`src/rtl/nvs_pkg.sv`:
```
package nvs_pkg;

  // Sequencer phase: either waiting for a request or running a write cycle.
  typedef enum logic {
    PH_IDLE = 1'b0,
    PH_BUSY = 1'b1
  } nvs_phase_t;

  // Minimum legal write-cycle length (needed for the counter compare).
  localparam int unsigned MIN_CYCLES = 2;

endpackage

```
`src/rtl/nvs_arm.sv`:
```
module nvs_arm #(
  parameter int unsigned DATA_W = 8
) (
  input  logic              clk,
  input  logic              rst,
  input  logic              d7_stb,
  input  logic              cs,
  input  logic              prog,
  input  logic              supply_ok,
  input  logic              busy,
  input  logic [DATA_W-1:0] setting,
  output logic              start,
  output logic [DATA_W-1:0] cap_val
);

  // One clock after the last data bit: the window in which PROG is looked at.
  logic pend_q;
  logic request;

  always_ff @(posedge clk) begin
    if (rst) begin
      pend_q <= 1'b0;
    end else begin
      pend_q <= d7_stb & cs;
    end
  end

  // A request exists only in the sampling clock, with CS still high and no
  // cycle running; the supply flag then decides whether it is honoured.
  always_comb begin
    request = pend_q & cs & prog & ~busy;
    start   = request & supply_ok;
  end

  always_ff @(posedge clk) begin
    if (rst) begin
      cap_val <= '0;
    end else if (start) begin
      cap_val <= setting;
    end
  end

  // Captured value only moves on an accepted request.
  AST_CAP_HOLD: assert property (@(posedge clk) disable iff (rst)
    !$past(start) |-> $stable(cap_val));

  // Nothing starts while a cycle is running.
  AST_NO_RESTART: assert property (@(posedge clk) disable iff (rst)
    busy |-> !start);

endmodule

```
`src/rtl/nvs_timer.sv`:
```
module nvs_timer
  import nvs_pkg::*;
#(
  parameter int unsigned PROG_CYCLES = 64
) (
  input  logic clk,
  input  logic rst,
  input  logic start,
  output logic busy,
  output logic done
);

  localparam int unsigned CNT_W   = (PROG_CYCLES > 2) ? $clog2(PROG_CYCLES) : 1;
  localparam logic [CNT_W-1:0] LAST = CNT_W'(PROG_CYCLES - 1);

  nvs_phase_t       phase_q;
  logic [CNT_W-1:0] cnt_q;
  logic             done_q;

  initial begin
    if (PROG_CYCLES < MIN_CYCLES) $error("PROG_CYCLES must be at least 2");
  end

  always_ff @(posedge clk) begin
    if (rst) begin
      phase_q <= PH_IDLE;
      cnt_q   <= '0;
      done_q  <= 1'b0;
    end else begin
      done_q <= 1'b0;
      unique case (phase_q)
        PH_IDLE: begin
          cnt_q <= '0;
          if (start) begin
            phase_q <= PH_BUSY;
          end
        end
        PH_BUSY: begin
          if (cnt_q == LAST) begin
            phase_q <= PH_IDLE;
            cnt_q   <= '0;
            done_q  <= 1'b1;
          end else begin
            cnt_q <= cnt_q + 1'b1;
          end
        end
        default: phase_q <= PH_IDLE;
      endcase
    end
  end

  assign busy = (phase_q == PH_BUSY);
  assign done = done_q;

  AST_CNT_BOUND: assert property (@(posedge clk) disable iff (rst)
    busy |-> (cnt_q <= LAST));

  AST_IDLE_CNT_ZERO: assert property (@(posedge clk) disable iff (rst)
    !busy |-> (cnt_q == '0));

  AST_DONE_ENDS_BUSY: assert property (@(posedge clk) disable iff (rst)
    done |-> (!busy && $past(busy)));

endmodule

```
`src/rtl/nvs_shadow.sv`:
```
module nvs_shadow #(
  parameter int unsigned     DATA_W   = 8,
  parameter logic [DATA_W-1:0] INIT_VAL = '0
) (
  input  logic              clk,
  input  logic              rst,
  input  logic              we,
  input  logic [DATA_W-1:0] wdata,
  output logic [DATA_W-1:0] rdata
);

  // Single-word store, written as a one-entry array.
  logic [DATA_W-1:0] cell_q [1];

  always_ff @(posedge clk) begin
    if (rst) begin
      cell_q[0] <= INIT_VAL;
    end else if (we) begin
      cell_q[0] <= wdata;
    end
  end

  assign rdata = cell_q[0];

  AST_SHADOW_ONLY_ON_WE: assert property (@(posedge clk) disable iff (rst)
    !$past(we) |-> $stable(rdata));

endmodule

```
`src/rtl/nv_store_seq.sv`:
```
module nv_store_seq #(
  parameter int unsigned       DATA_W      = 8,
  parameter int unsigned       PROG_CYCLES = 64,
  parameter logic [DATA_W-1:0] INIT_VAL    = '0
) (
  input  logic              clk,
  input  logic              rst,
  input  logic              cs_i,
  input  logic              prog_i,
  input  logic              d7_stb_i,
  input  logic [DATA_W-1:0] setting_i,
  input  logic              supply_ok_i,
  output logic              ready_o,
  output logic              store_en_o,
  output logic              inhibit_o,
  output logic [DATA_W-1:0] shadow_o
);

  logic              start;
  logic              busy;
  logic              done;
  logic [DATA_W-1:0] cap_val;

  nvs_arm #(
    .DATA_W (DATA_W)
  ) u_arm (
    .clk       (clk),
    .rst       (rst),
    .d7_stb    (d7_stb_i),
    .cs        (cs_i),
    .prog      (prog_i),
    .supply_ok (supply_ok_i),
    .busy      (busy),
    .setting   (setting_i),
    .start     (start),
    .cap_val   (cap_val)
  );

  nvs_timer #(
    .PROG_CYCLES (PROG_CYCLES)
  ) u_timer (
    .clk   (clk),
    .rst   (rst),
    .start (start),
    .busy  (busy),
    .done  (done)
  );

  nvs_shadow #(
    .DATA_W   (DATA_W),
    .INIT_VAL (INIT_VAL)
  ) u_shadow (
    .clk   (clk),
    .rst   (rst),
    .we    (done),
    .wdata (cap_val),
    .rdata (shadow_o)
  );

  assign ready_o    = ~busy;
  assign inhibit_o  = busy;
  assign store_en_o = done;

  AST_BUSY_NEEDS_REQ: assert property (@(posedge clk) disable iff (rst)
    $fell(ready_o) |-> ($past(prog_i) && $past(cs_i)));

  AST_BUSY_NEEDS_SUPPLY: assert property (@(posedge clk) disable iff (rst)
    $fell(ready_o) |-> $past(supply_ok_i));

  AST_STORE_AT_READY: assert property (@(posedge clk) disable iff (rst)
    store_en_o |-> (ready_o && !$past(ready_o)));

  AST_STORE_PULSE: assert property (@(posedge clk) disable iff (rst)
    store_en_o |=> !store_en_o);

  AST_READY_RISE_STORES: assert property (@(posedge clk) disable iff (rst)
    $rose(ready_o) |-> store_en_o);

endmodule

```
`config.mk`:
```
export PLATFORM = sky130hd
export DESIGN_NAME = nv_store_seq
export DESIGN_NICKNAME = d
export VERILOG_FILES = /design/src/rtl/nvs_pkg.sv /design/src/rtl/nvs_arm.sv /design/src/rtl/nvs_timer.sv /design/src/rtl/nvs_shadow.sv /design/src/rtl/nv_store_seq.sv
export SDC_FILE = /design/constraint.sdc
export NUM_CORES = 1
export LEC_CHECK = 0
export ABC_CLOCK_PERIOD_IN_PS = 1900
export BUFFER_PORTS_ARGS = -buffer_cell sky130_fd_sc_hd__clkbuf_2
export CORE_MARGIN = 5
export CORE_UTILIZATION = 24
export DETAILED_ROUTE_END_ITERATION = 10
export PLACE_DENSITY = 0.49
export REMOVE_ABC_BUFFERS = 1
export SETUP_SLACK_MARGIN = 0.05
export SYNTH_ARGS = -nofsm -noshare
export SYNTH_HDL_FRONTEND = slang
export SYNTH_HIERARCHICAL = 1
export SYNTH_SLANG_ARGS = --single-unit
```
`constraint.sdc`:
```
create_clock -name clk -period 1.9 [get_ports clk]
set_clock_uncertainty 0.1 [all_clocks]
set_input_delay 0.38 -clock clk [delete_from_list [all_inputs] [get_ports clk]]
set_output_delay 0.38 -clock clk [all_outputs]
set_load 0.05 [all_outputs]
```
==> Word-level counts from Yosys, hierarchy flattened <==
Memory sizes are Yosys's and may differ from the RTL's.
Index checks and enable logic that the tools add are counted.
{ "totals": {"mem_bits_rw": 8, "regBits": 17, "inputBits": 14, "wordCells": 29, "output_inout_bits": 11, "n_memories": 1} }
{ "memory_table": {"columns": ["memory", "depth", "width", "rd", "rd_ports_with_merged_regs", "write_ports", "line_no", "rtl"], "rows": [
  ["u_shadow.cell_q", 1, 8, 1, 0, 1, "nvs_shadow.sv:13", "logic [DATA_W-1:0] cell_q [1];"]
]} }
{ "classes": {"muxes": 13, "addsub": 1, "bitwise_logic": 6, "eq_ne": 1, "reduce_logical": 2} }
{ "ops": {"columns": ["operator", "n"], "rows": [
  ["$pmux 6 s2", 1],
  ["$mux 1", 9],
  ["$mux 8", 1],
  ["$reduce_or 8->1", 1],
  ["$add 6x1->6 const B", 1],
  ["$eq 6x6->1 const B", 1],
  ["$mux 6", 1],
  ["$and 1x1->1", 5],
  ["$pmux 1 s2", 1],
  ["$reduce_or 2->1", 1],
  ["$not 1->1", 1]
]} }

==> Logic depth before layout (Yosys ltp) <==
{ "depth": {"word_depth": 6, "depth_mapped": 5, "mapped_depth_nobuf": 4} }

==> Cells and area by module <==
The synthesis kept the hierarchy.
{ "by_module_without_submodules": {"columns": ["module", "cells_per_inst", "seq_area_each_um2", "instances", "area_per_inst_um2"], "rows": [
  ["nvs_arm", 39, 180.2, 1, 399.1],
  ["nvs_shadow", 17, 240.2, 1, 316.6],
  ["nvs_timer", 35, 160.2, 1, 312.8],
  ["nv_store_seq", 1, 0.0, 1, 3.8]
]} }

==> Worst setup path before layout <==
No wires, ideal clock.
{ "synth_path": {"kind": "register to output", "start": "register u_timer.phase_q, in the netlist u_timer/busy", "end": "output port ready_o", "setup_slack_ps": 364, "stages_incl_launch_ff": 2, "required_time_ps": 1420, "path_buffers": 0, "arrival_time_ps": 1056, "path_cell_list": "dfxtp_1 > inv_1"} }
{ "synth_via": {"elab_chain_len": 1} }
{ "synth_lines": {"columns": ["element", "line_no", "rtl"], "rows": [
  ["start, declared", "nvs_timer.sv:16", "nvs_phase_t phase_q;"],
  ["start signal, assigned", "nvs_timer.sv:26", "phase_q <= PH_IDLE;"],
  ["start signal, assigned", "nvs_timer.sv:35", "phase_q <= PH_BUSY;"],
  ["start signal, assigned", "nvs_timer.sv:40", "phase_q <= PH_IDLE;"],
  ["$not 1->1", "nv_store_seq.sv:60", "assign ready_o = ~busy;"],
  ["end, declared", "nv_store_seq.sv:13", "output logic ready_o,"]
]} }
Every way passes these cells.

==> Final worst setup path <==
{ "layout_path": {"start": "register u_timer.done_q, in the netlist u_timer/done", "end": "output port store_en_o"} }
{ "layout_lines": {"columns": ["element", "line_no", "rtl"], "rows": [
  ["start, declared", "nvs_timer.sv:18", "logic done_q;"],
  ["start signal, assigned", "nvs_timer.sv:28", "done_q <= 1'b0;"],
  ["start signal, assigned", "nvs_timer.sv:30", "done_q <= 1'b0;"],
  ["start signal, assigned", "nvs_timer.sv:42", "done_q <= 1'b1;"],
  ["end, declared", "nv_store_seq.sv:14", "output logic store_en_o,"]
]} }
No word-level cell between the ends.

==> metrics.txt <==
Post-Syn Instances=92; post-synthesis mux area share=around 7.8%; worst path required time=1.42 ns; total CTS buffers=3; GRT met1 Usage=under 10%; maximum vdd drop=between 0.0002 and 0.00025 V; Root Buffer=clkbuf_8; slowest CP cell=dfxtp_1; count of different cell masters after synthesis=23; ordered list of cells on the worst path=clkbuf_2; sequential area share after synthesis=56.2%; FF+latch count, synth=25; initial antenna violation count=0; max-slew violations=0; Chip Width=about 76 um; Detailed Route WL=a little under 2 mm; drt first-iter violations=43; Hold WS=roughly 0.23 ns; post-synthesis xor/xnor area fraction=under 10%; CP max stage delay=0.49 ns; count of endpoints failing setup in the final report=0; largest net degree at the start of global routing=28; chip height=~76 um; Residual DRC=0; complex-gate fraction of the synthesized area=between 2 and 3%; Area Overhead vs Synth=22.1%; Final min period=1.56 ns; number of global-route vias before repair=between 700 and 800; relative slew slack=between 70% and 80%; first-pass GRT wire length=just over 3 mm; crit path DAT=between 1 and 1.5 ns; Fmax=between 0.6 and 0.7 GHz; CP Capture Type=output pin; R2R Setup Slk=~0.59 ns; filler cell count=roughly 450; RR Startpoint=u_timer/cnt_q[0]; Syn. warnings=6; Port Buffers=24; Max Cap Violations=0; Most Crowded Layer GR=met2; RSZ-0062 raised after global routing=false; GP Congestion=0.676; worst-case reg-to-reg path depth=4; Worst-path clk slew=0.08 ns; Buf/Inv on CP=1; startpoint types=register; met2 Usage GRT=between 10% and 20%; Synth Area in Adders=under 10%; Initial Utilization=~25%; top cell family by delay on the critical path=flip-flops; Sink Count=25; Simple-Gate Fraction of Synth Area=between 20 and 30%; CP Depth=1; fin crit share=between 80% and 90%; pwr dens=around 750 mW/mm^2; CTS resizes=0; synthesized area=roughly 0.0010 mm^2; grt ovf=0; DR WL/cell=approximately 11 um; router iterations before antenna repair=4; Clock Tree Buf Depth=2; Post-CTS Hold Fix Bufs=0; Pleak=0.506 nW; RR Endpoint=u_timer/cnt_q[1]; Fin. Hold Viols=0; DP Wirelength=approximately 1.4 mm; Critical Path Start=u_timer/done; post-DR vias/cell=4.17; Post-Syn Area per Cell=11.2 um^2; grt met3 use=about 2.2%; share of cells above drive strength 1=between 20% and 30%; worst skew pair latency=0.26 ns; die area=~0.0057 mm^2; CP max FO=10; Inserted Diodes=0; total power=about 950 uW; Rows=23; setup_tns=0 ns; Final #Nets=around 140; CTS tree=built; post-CTS setup buffer count=0; num ports=25; All-Layer GR Usage=a little over 7%; worst slew pin tran=between 0.3 and 0.4 ns; via count=between 700 and 800; status=complete, no violations; largest family of logic cells by synthesized area=simple AND/OR/NAND/NOR gates; H-tree Lvls=1; kind of critical path=reg2out; crit path to=store_en_o; Placeable Area=just over 0.004 mm^2; post-route ant nets=0; worst hold path class=in2reg
[registers in the layout, summed over array words and instances, names as in the netlist]
name / flops
u_shadow/cell_q: 8
u_timer/cnt_q: 6
u_timer/busy: 1
u_arm/pend_q: 1
u_arm/cap_val: 8
u_timer/done: 1
[cell families after synthesis]
| group | Yosys count |
|---|---|
| buf+inv | 3 |
| fa+ha+maj | 1 |
| xor+xnor | 3 |
| flops | 25 |
| compound gates | 5 |
| simple gates | 47 |
| mux | 8 |
[layout by cell type, fill, tap and decap left out, drive strengths merged]
cell and instances:
clkbuf 28, nand2b 17, dfxtp 17, mux2i 8
nor2 8, and3b 8, edfxtp 8, nand2 4
nand3 4, buf 2, o21ai 2, xnor2 2
a21oi 2, and3 2, inv 1, and4bb 1
or2 1, nor2b 1, xor2 1, or3 1
a211oi 1, ha 1
[layer usage]
metal	vias up	wire length, um
li1	369	-
met1	323	884
met2	15	902
met3	2	152
met4	0	9
met5	-	0
[area by class of cell]
| type | instances | area, um^2 | share of cell area [%] |
|---|---|---|---|
| well taps | 50 | 62.6 | 4.97 |
| flip-flops and latches | 25 | 581 | 46.1 |
| inverters | 1 | 3.75 | 0.298 |
| clock buffers | 4 | 45.0 | 3.57 |
| repair buffers | 26 | 135 | 10.7 |
| multi-input cells | 64 | 433 | 34.4 |
[synth_stat cells, drive strengths merged]
master  number  area (um^2)
dfxtp       17          340
nand2b      17          106
and3b        8         70.1
edfxtp       8          240
mux2i        8         80.1
nor2         8         30.0
nand2        4         15.0
nand3        4         20.0
a21oi        2         10.0
and3         2         13.8
o21ai        2         10.0
xnor2        2         17.5
a211oi       1         7.51
and4bb       1         12.5
buf          1         11.3
clkbuf       1         3.75
ha           1         12.5
inv          1         3.75
nor2b        1         6.26
or2          1         6.26
or3          1         6.26
xor2         1         8.76
[per-stage QoR]
step / cells / util, % / instance area [um^2] / worst slack (ns)
6_report: 170 / 30.8 / 1260 / 0.338
5_1_grt: 170 / 30.8 / 1260 / 0.252
4_1_cts: 170 / 30.8 / 1260 / 0.304
3_5_place_dp: 166 / 29.7 / 1210 / 0.480
3_3_place_gp: 166 / 29.7 / 1210 / 0.541
2_1_floorplan: 90 / - / 1020 / 0.358
[where the power goes]
group	internal, mW	total, mW	leakage [nW]	switching, mW
registers	0.560	0.564	0.213	0.00344
clock network	0.149	0.300	0.0228	0.150
logic	0.0287	0.0849	0.270	0.0562
total	0.738	0.948	0.506	0.210
[how the worst min path moves through the flow]
| stage | startpoint | to | slack (ns) | cells past startpoint |
|---|---|---|---|---|
| finish | d7_stb_i | u_arm/pend_q | 0.23 | 3 |
| global route | d7_stb_i | u_arm/pend_q | 0.23 | 3 |
| global placement | u_arm/cap_val[4] | u_arm/cap_val[4] | 0.36 | 2 |
| detailed placement | u_arm/cap_val[0] | u_arm/cap_val[0] | 0.36 | 2 |
| CTS | d7_stb_i | u_arm/pend_q | 0.22 | 3 |
| floorplan | u_timer/cnt_q[0] | u_timer/cnt_q[0] | 0.34 | 1 |
Note: power is estimated with default switching activity, not from simulation.
